<file path="config.mk">
export PLATFORM = sky130hd
export DESIGN_NAME = vdram_cycle_decoder
export DESIGN_NICKNAME = d
export VERILOG_FILES = /design/src/rtl/vdram_pkg.sv /design/src/rtl/vdram_strobe_tracker.sv /design/src/rtl/vdram_func_decode.sv /design/src/rtl/vdram_mode_regs.sv /design/src/rtl/vdram_cycle_decoder.sv
export SDC_FILE = /design/constraint.sdc
export NUM_CORES = 1
export LEC_CHECK = 0
export ABC_AREA = 1
export BUFFER_PORTS_ARGS = -buffer_cell sky130_fd_sc_hd__buf_4
export CAP_MARGIN = 5
export CELL_PAD_IN_SITES_DETAIL_PLACEMENT = 0
export CELL_PAD_IN_SITES_GLOBAL_PLACEMENT = 1
export CORE_UTILIZATION = 28
export DETAILED_ROUTE_END_ITERATION = 10
export PLACE_DENSITY = 0.65
export SLEW_MARGIN = 10
export SYNTH_ARGS = -nofsm -noshare
export SYNTH_HDL_FRONTEND = slang
export SYNTH_SLANG_ARGS = --single-unit
</file>
<file path="constraint.sdc">
create_clock -name clk -period 4.4 [get_ports clk]
set_clock_uncertainty 0.15 [all_clocks]
set_input_delay 0.88 -clock clk [delete_from_list [all_inputs] [get_ports clk]]
set_output_delay 0.88 -clock clk [all_outputs]
set_load 0.01 [all_outputs]
</file>
<file path="src/rtl/vdram_pkg.sv">
package vdram_pkg;

    localparam int NFUNC = 14;

    typedef enum logic [3:0] {
        F_REF_STOPSET  = 4'd0,
        F_REF_CLR      = 4'd1,
        F_REF_KEEP     = 4'd2,
        F_XFR_RD       = 4'd3,
        F_XFR_SPLIT_RD = 4'd4,
        F_XFR_MWR      = 4'd5,
        F_XFR_MSPLIT   = 4'd6,
        F_FLASH_MWR    = 4'd7,
        F_WR_MASK      = 4'd8,
        F_BLK_MASK     = 4'd9,
        F_WR_PLAIN     = 4'd10,
        F_BLK_PLAIN    = 4'd11,
        F_LOAD_MASK    = 4'd12,
        F_LOAD_COLOR   = 4'd13
    } fn_e;

    // Pin levels captured at the row-strobe fall
    typedef struct packed {
        logic xfr_n;
        logic we_n;
        logic sf;
    } row_snap_t;

    typedef struct packed {
        logic valid;
        logic err;
        fn_e  fn;
    } dec_t;

    function automatic dec_t classify_refresh(input row_snap_t s);
        dec_t d;
        d.valid = 1'b1;
        d.err   = 1'b0;
        d.fn    = F_REF_KEEP;
        unique case ({s.we_n, s.sf})
            2'b00: begin d.valid = 1'b0; d.err = 1'b1; end
            2'b01: d.fn = F_REF_STOPSET;
            2'b10: d.fn = F_REF_CLR;
            default: d.fn = F_REF_KEEP;
        endcase
        return d;
    endfunction

    function automatic dec_t classify_column(input row_snap_t s, input logic sf2);
        dec_t d;
        d.valid = 1'b1;
        d.err   = 1'b0;
        if (!s.xfr_n) begin
            unique case ({s.we_n, s.sf})
                2'b10: d.fn = F_XFR_RD;
                2'b11: d.fn = F_XFR_SPLIT_RD;
                2'b00: d.fn = F_XFR_MWR;
                default: d.fn = F_XFR_MSPLIT;
            endcase
        end else if (!s.we_n && s.sf) begin
            d.fn = F_FLASH_MWR;
        end else if (!s.sf) begin
            if (s.we_n) d.fn = sf2 ? F_BLK_PLAIN : F_WR_PLAIN;
            else        d.fn = sf2 ? F_BLK_MASK  : F_WR_MASK;
        end else begin
            d.fn = sf2 ? F_LOAD_COLOR : F_LOAD_MASK;
        end
        return d;
    endfunction

    function automatic logic is_masked(input fn_e f);
        return (f == F_XFR_MWR) || (f == F_XFR_MSPLIT) || (f == F_FLASH_MWR) ||
               (f == F_WR_MASK) || (f == F_BLK_MASK);
    endfunction

endpackage

</file>
<file path="src/rtl/vdram_strobe_tracker.sv">
module vdram_strobe_tracker
    import vdram_pkg::*;
(
    input  logic      clk,
    input  logic      rst,
    input  logic      ras_n,
    input  logic      cas_lo,
    input  row_snap_t live,
    output logic      ref_evt,
    output logic      col_evt,
    output row_snap_t snap_q
);
    logic ras_prev;
    logic cas_prev;
    logic armed;
    logic ras_fall;
    logic cas_fall;

    assign ras_fall = ras_prev & ~ras_n;
    assign cas_fall = cas_lo & ~cas_prev;
    assign ref_evt  = ras_fall & cas_lo;
    assign col_evt  = armed & cas_fall & ~ras_n;

    always_ff @(posedge clk) begin
        if (rst) begin
            ras_prev <= 1'b1;
            cas_prev <= 1'b1;
            armed    <= 1'b0;
            snap_q   <= '0;
        end else begin
            ras_prev <= ras_n;
            cas_prev <= cas_lo;
            if (ras_fall && !cas_lo) begin
                armed  <= 1'b1;
                snap_q <= live;
            end else if (col_evt || ras_n) begin
                armed  <= 1'b0;
            end
        end
    end
endmodule

</file>
<file path="src/rtl/vdram_func_decode.sv">
module vdram_func_decode
    import vdram_pkg::*;
(
    input  logic      ref_evt,
    input  logic      col_evt,
    input  row_snap_t live,
    input  row_snap_t snap_q,
    input  logic      sf_now,
    output dec_t      dec
);
    always_comb begin
        dec.valid = 1'b0;
        dec.err   = 1'b0;
        dec.fn    = F_REF_STOPSET;
        if (ref_evt)      dec = classify_refresh(live);
        else if (col_evt) dec = classify_column(snap_q, sf_now);
    end
endmodule

</file>
<file path="src/rtl/vdram_mode_regs.sv">
module vdram_mode_regs
    import vdram_pkg::*;
#(
    parameter int STOP_W = 4
) (
    input  logic              clk,
    input  logic              rst,
    input  dec_t              dec,
    input  logic [STOP_W-1:0] stop_field,
    output logic              pers_mode,
    output logic              stop_mode,
    output logic [STOP_W-1:0] stop_code
);
    logic act;
    assign act = dec.valid & ~dec.err;

    always_ff @(posedge clk) begin
        if (rst) begin
            pers_mode <= 1'b0;
            stop_mode <= 1'b0;
            stop_code <= '0;
        end else if (act) begin
            case (dec.fn)
                F_REF_STOPSET: begin
                    stop_mode <= 1'b1;
                    stop_code <= stop_field;
                end
                F_REF_CLR: begin
                    pers_mode <= 1'b0;
                    stop_mode <= 1'b0;
                end
                F_LOAD_MASK: pers_mode <= 1'b1;
                default: ;
            endcase
        end
    end
endmodule

</file>
<file path="src/rtl/vdram_cycle_decoder.sv">
module vdram_cycle_decoder
    import vdram_pkg::*;
#(
    parameter int ADDR_W   = 9,
    parameter int STOP_LSB = 4,
    parameter int STOP_W   = 4
) (
    input  logic              clk,
    input  logic              rst,
    input  logic              ras_n,
    input  logic              cas_lo_n,
    input  logic              cas_hi_n,
    input  logic              xfr_n,
    input  logic              we_n,
    input  logic              sf,
    input  logic [ADDR_W-1:0] addr,
    output logic              fn_vld,
    output logic [NFUNC-1:0]  fn_code,
    output logic              rsv_err,
    output logic              use_stored_mask,
    output logic              pers_mode,
    output logic              stop_mode,
    output logic [STOP_W-1:0] stop_code
);
    localparam int STOP_MSB = STOP_LSB + STOP_W - 1;

    logic             cas_lo;
    row_snap_t        live;
    row_snap_t        snap_q;
    logic             ref_evt;
    logic             col_evt;
    dec_t             dec;
    logic [NFUNC-1:0] oh_next;

    assign cas_lo = ~(cas_lo_n & cas_hi_n);
    assign live   = '{xfr_n: xfr_n, we_n: we_n, sf: sf};

    vdram_strobe_tracker u_trk (
        .clk     (clk),
        .rst     (rst),
        .ras_n   (ras_n),
        .cas_lo  (cas_lo),
        .live    (live),
        .ref_evt (ref_evt),
        .col_evt (col_evt),
        .snap_q  (snap_q)
    );

    vdram_func_decode u_dec (
        .ref_evt (ref_evt),
        .col_evt (col_evt),
        .live    (live),
        .snap_q  (snap_q),
        .sf_now  (sf),
        .dec     (dec)
    );

    vdram_mode_regs #(.STOP_W(STOP_W)) u_mode (
        .clk        (clk),
        .rst        (rst),
        .dec        (dec),
        .stop_field (addr[STOP_MSB:STOP_LSB]),
        .pers_mode  (pers_mode),
        .stop_mode  (stop_mode),
        .stop_code  (stop_code)
    );

    for (genvar g = 0; g < NFUNC; g++) begin : g_oh
        assign oh_next[g] = dec.valid && !dec.err && (dec.fn == fn_e'(g));
    end

    always_ff @(posedge clk) begin
        if (rst) begin
            fn_vld          <= 1'b0;
            fn_code         <= '0;
            rsv_err         <= 1'b0;
            use_stored_mask <= 1'b0;
        end else begin
            fn_vld          <= dec.valid & ~dec.err;
            fn_code         <= oh_next;
            rsv_err         <= dec.err;
            use_stored_mask <= dec.valid & ~dec.err & is_masked(dec.fn) & pers_mode;
        end
    end
endmodule

</file>
* After elaboration in Yosys (flattened, before gate mapping) *
Index checks and enable logic that the tools add are counted.

word-level totals
  word-level logic and storage cells = 92
  input bits = 17
  flip-flop bits (word level) = 29

operators by class
  bitwise gates (word level) = 13
  equality and inequality tests = 17
  reductions and logical operators = 33
  mux-type cells = 16

operator list
  operator            number
  $eq 4x4->1 const B  6
  $logic_and 1x1->1   17
  $eq 4x3->1 const B  4
  $mux 4              4
  $mux 6              2
  $and 1x1->1         9
  $pmux 3 s3          1
  $eq 4x2->1 const B  2
  $eq 2x2->1 const B  3
  $reduce_and 2->1    3
  $reduce_bool 2->1   3
  $logic_or 1x1->1    5
  $mux 1              5
  $eq 4x1->1 const B  1
  $logic_not 2->1     2
  $logic_not 4->1     1
  $not 1->1           4
  $pmux 1 s2          2
  $pmux 2 s2          1
  $eq 2x1->1 const B  1
  $logic_not 1->1     2
  $mux 2              1

* Depth between registers and ports, before layout *
  word-level depth = 14
  gate-level depth with buffers = 11
  gate-level depth less buffers = 11

* Hierarchy *
A second synthesis with hierarchy kept.

unflattened totals
  cells, all modules = 160
  area, all modules = 1222.4 sq um

by module, submodules not included
  module                instances  cells each  sequential area each (sq um)  area an instance (sq um)
  vdram_cycle_decoder   1          54          340.3                         511.7
  vdram_mode_regs       1          40          120.1                         280.3
  vdram_strobe_tracker  1          35          120.1                         244.0
  vdram_func_decode     1          31          0.0                           186.4

* Worst setup path after synthesis *
OpenSTA, ideal clock, no wires.

  path type = input-to-reg
  start point = input port sf
  end point = register u_mode.stop_mode
  library setup time = 0.119 ns
  path slack = 2.403 ns
  data required time = 4.131 ns
  stages = 8
  arrival = 1.728 ns
  cells stage by stage = inv_1 ha_1 nand3b_1 nand2_2 inv_1 nand2_2 o21bai_1 o21ai_1

on the way
  word-level cells in the longest chain between the ends = 10
  elaborated cells on any way between the ends = 21
  classes of those cells = 3 x eq/ne; 12 x mux; 2 x bitwise; 4 x reduce/logical

RTL lines
  element                                               line                                               source
  start: declaration                                    vdram_cycle_decoder.sv:15                          input logic sf,
  $mux 1                                                vdram_pkg.sv:63, vdram_pkg.sv:64, vdram_pkg.sv:66
  $mux 4                                                vdram_pkg.sv:63                                    if (s.we_n) d.fn = sf2 ? F_BLK_PLAIN : F_WR_PLAIN;
  $mux 4                                                vdram_pkg.sv:62                                    end else if (!s.sf) begin
  $mux 4                                                vdram_pkg.sv:60                                    end else if (!s.we_n && s.sf) begin
  $mux 4                                                vdram_pkg.sv:53                                    if (!s.xfr_n) begin
  $mux 6                                                vdram_func_decode.sv:16                            else if (col_evt) dec = classify_column(snap_q, sf_now);
  $mux 6 (*)                                            vdram_func_decode.sv:15                            if (ref_evt) dec = classify_refresh(live);
  $eq 4x1->1 / $logic_not 4->1 (equally long branches)  vdram_mode_regs.sv:23                              case (dec.fn)
  $reduce_bool 2->1 (no source line)                    --
  $reduce_and 2->1 (no source line)                     --
  end signal: assignment                                vdram_mode_regs.sv:20                              stop_mode <= 1'b0;
  end signal: assignment                                vdram_mode_regs.sv:25                              stop_mode <= 1'b1;
  end signal: assignment                                vdram_mode_regs.sv:30                              stop_mode <= 1'b0;
  end: declaration                                      vdram_mode_regs.sv:11                              output logic stop_mode,

Mark *: on every way between the ends. The rest lies on a longest branch, timed or not.
A chain may end at the register's enable or synchronous reset.

* Worst setup path after layout *
Ends and elaborated chain as after synthesis.

==> impl_results.md <==
* Dpl hpwl at roughly 2000 µm
* Port Buffer Count at 34
* CP Capture Type: flip-flop
* Mux contribution to synthesized area at 0
* Most frequent cells in the layout: buf_4 (34), dfxtp_1 (29), nor2_1 (24)
* Count of final hold-check violations at 0
* R2R depth at 9
* Max-slew violation count at 0
* H-tree levels at 2
* Max-Cap Viols at 0
* Seq/Total Area, Yosys at 0.473
* Num CTS Buffers at 5
* Max clock buf depth at 2
* GPL Wtd Cong at ~0.8
* Clock slew at reported path FFs at 0.07 ns
* Yosys warning total at 0
* Lkg Pwr at ~0.77 nW
* Hold buffer count at CTS at 0
* Die ar. at around 4600 µm²
* Initial DRT Pass Iterations at 4
* Commonest non-fill, non-tap cell in the layout: buf_4
* Clk_lat worst skew at 0.27 ns
* Part of the power in registers at 0.441
* Main combinational cell family by area after synthesis: simple AND/OR/NAND/NOR gates
* Post-synth net total at 171
* Tot GR Track Use at 0.122
* Yosys reg bits at 29
* Maximum vdd drop at roughly 0.15 mV
* Final net count at between 200 and 250
* Adder-Cell Fraction of Synth Area at 0.0408
* Reg-to-reg critical path startpoint: u_trk.snap_q[0]
* Xor and xnor area share after synthesis at 0
* Worst-path fanout max at 5
* FMAX at slightly above 500 MHz
* Die Y-Extent at just under 70 µm
* CTS tree: built
* Logic pwr share at 0.101
* Post-Synthesis Cells at 150
* Reg2reg setup slack at between 2 and 3 ns
* Crit Path Category: in -> reg
* Pwr Density at 375 nW/µm²
* Crit share post-route at 0.437
* Fill cells at around 450
* Hold Crit Class: reg -> reg
* Worst Path Arrival at between 1.5 and 2 ns
* Root Buffer Master: clkbuf_8
* Die Width at 68.2 µm
* Top-level port count at 40
* Crit path time final at 1.92 ns
* Sw Ratio at 0.226
* Hold Path Cell Cnt at 2
* Slew of the pin with the lowest slew margin at about 0.42 ns
* Initial Utilization at 0.298
* Place WS at 2.17 ns
* Synth Cell Area at approximately 1200 µm²
* Worst path required time at roughly 4.4 ns
* Worst Hold Path EP: use_stored_mask
* Mean post-synth cell area at between 8 and 9 µm²
* Initial antenna violation count at 0
* First-pass GRT wire length at 4000 µm
* Setup TNS at 0 ns
* Drt wl/cell at roughly 10 µm
* Fraction of the mapped netlist area in simple logic gates at 0.330
* Final WS setup at around 2.5 ns
* Post-CTS Setup Bufs at 0
* Routed vias/inst at around 4.4
* Int Pwr at slightly below 0.0005 W
* Largest net degree at the start of global routing at 14
* Core Box Area at around 4000 µm²
* Starting DRT DRC Count at 18
* Hold path startpoint: u_mode.pers_mode
* Library cells used by synthesis at 21
* Slew HR at 0.719
* Vias in the first global route at between 900 and 1,000
* Antenna-violating nets left at 0
* Switch Pwr at approximately 0.00014 W
* Grt total ovfl at 0
* Site Rows at 23
* Sink Count at 29
* Post-CTS sizing at 0
* Post-synthesis compound-gate area fraction at 0.0827
* Share of cells above drive strength 1 at 0.346
* Clock share of power at 0.458
* RSZ-0062 raised after global routing: false
* Area delta synth->final at 35.1%
* Outcome: complete, no violations
* Ant diodes at 0
* Routed WL at ~2500 µm
* Final number of setup-violating endpoints at 0
* Worst setup SP type: input port
* Reg-to-Reg End: u_mode.stop_mode
* Via count at about 1,100
* Residual DRC at 0
## Yosys cell counts, drive strengths merged
cell | instances | area (µm²)
nand2 | 30 | 153
nor2 | 29 | 159
ha | 4 | 50.1
nand3 | 11 | 65.1
nand3b | 3 | 22.5
o21bai | 1 | 7.51
a21oi | 11 | 58.8
nor3 | 1 | 5.00
clkbuf | 1 | 3.75
inv | 23 | 86.3
dfxtp | 29 | 581
o21ai | 7 | 35.0
## sequential cells by signal, summed over array words and instances (netlist names)
name	count
fn_code	14
u_mode.stop_code	4
u_trk.snap_q	3
fn_vld	1
rsv_err	1
u_mode.pers_mode	1
u_mode.stop_mode	1
u_trk.armed	1
u_trk.cas_prev	1
u_trk.ras_prev	1
use_stored_mask	1
## power by group through the flow
stage | Clock, W | Combinational [W] | Sequential (W)
CTS | 0.000291 | 0.0000636 | 0.000274
finish | 0.000285 | 0.0000626 | 0.000274
detailed placement | 0 | 0.0000634 | 0.000280
global route | 0.000304 | 0.0000703 | 0.000275
floorplan | 0 | 0.0000371 | 0.000282
global placement | 0 | 0.0000628 | 0.000280
## worst max path at each step
| stage | startpoint | to | slack (ns) | depth (start not counted) |
|---|---|---|---|---|
| floorplan | sf | u_mode.stop_mode | 2.40 | 8 |
| global placement | sf | u_mode.stop_mode | 2.19 | 9 |
| detailed placement | sf | u_mode.stop_mode | 2.17 | 9 |
| CTS | sf | u_mode.stop_mode | 2.47 | 9 |
| global route | sf | use_stored_mask | 2.38 | 9 |
| finish | sf | u_mode.stop_mode | 2.48 | 9 |
## logic make-up after synthesis
family | Yosys count
adders and majority gates | 4
DFF | 29
and+or+nand+nor | 74
AOI/OAI and AO/OA | 19
buffers and inverters | 24
## cell type report
| class | instances | area, µm² | share of cell area |
|---|---|---|---|
| Timing Repair Buffer | 34 | 255 | 0.154 |
| Sequential cell | 29 | 581 | 0.350 |
| Inverter | 23 | 86.3 | 0.0521 |
| Clock buffer | 7 | 86.3 | 0.0521 |
| Multi-Input combinational cell | 97 | 556 | 0.335 |
| Clock inverter | 1 | 30.0 | 0.0181 |
| Tap cell | 50 | 62.6 | 0.0378 |
## critical path: stages
cell and delay, ns:
buf_4 0.09, inv_1 0.05, ha_1 0.25, nand3b_1 0.11
nand2_2 0.13, inv_1 0.12, nand2_2 0.10, o21bai_1 0.13
o21ai_1 0.08
## metrics by stage
step                      cell area, µm²  power, W   util  instances  hold slack [ns]
after floorplan                     1230  0.000319      -        150            0.302
after global placement              1540  0.000343  0.374        233            0.311
after detailed placement            1540  0.000343  0.374        233            0.325
after CTS                           1660  0.000629  0.403        241            0.339
after global routing                1660  0.000649  0.403        241            0.369
final                               1660  0.000621  0.403        241            0.331
## per-layer routing
layer,GRT usage,wire length (µm),share of wire
met1,0.137,1110,0.44
met2,0.208,1230,0.49
met3,0.0400,153,0.061
met4,0.0547,24,0.0095
met5,0,0,0
Note: power is estimated with default switching activity, not from simulation.
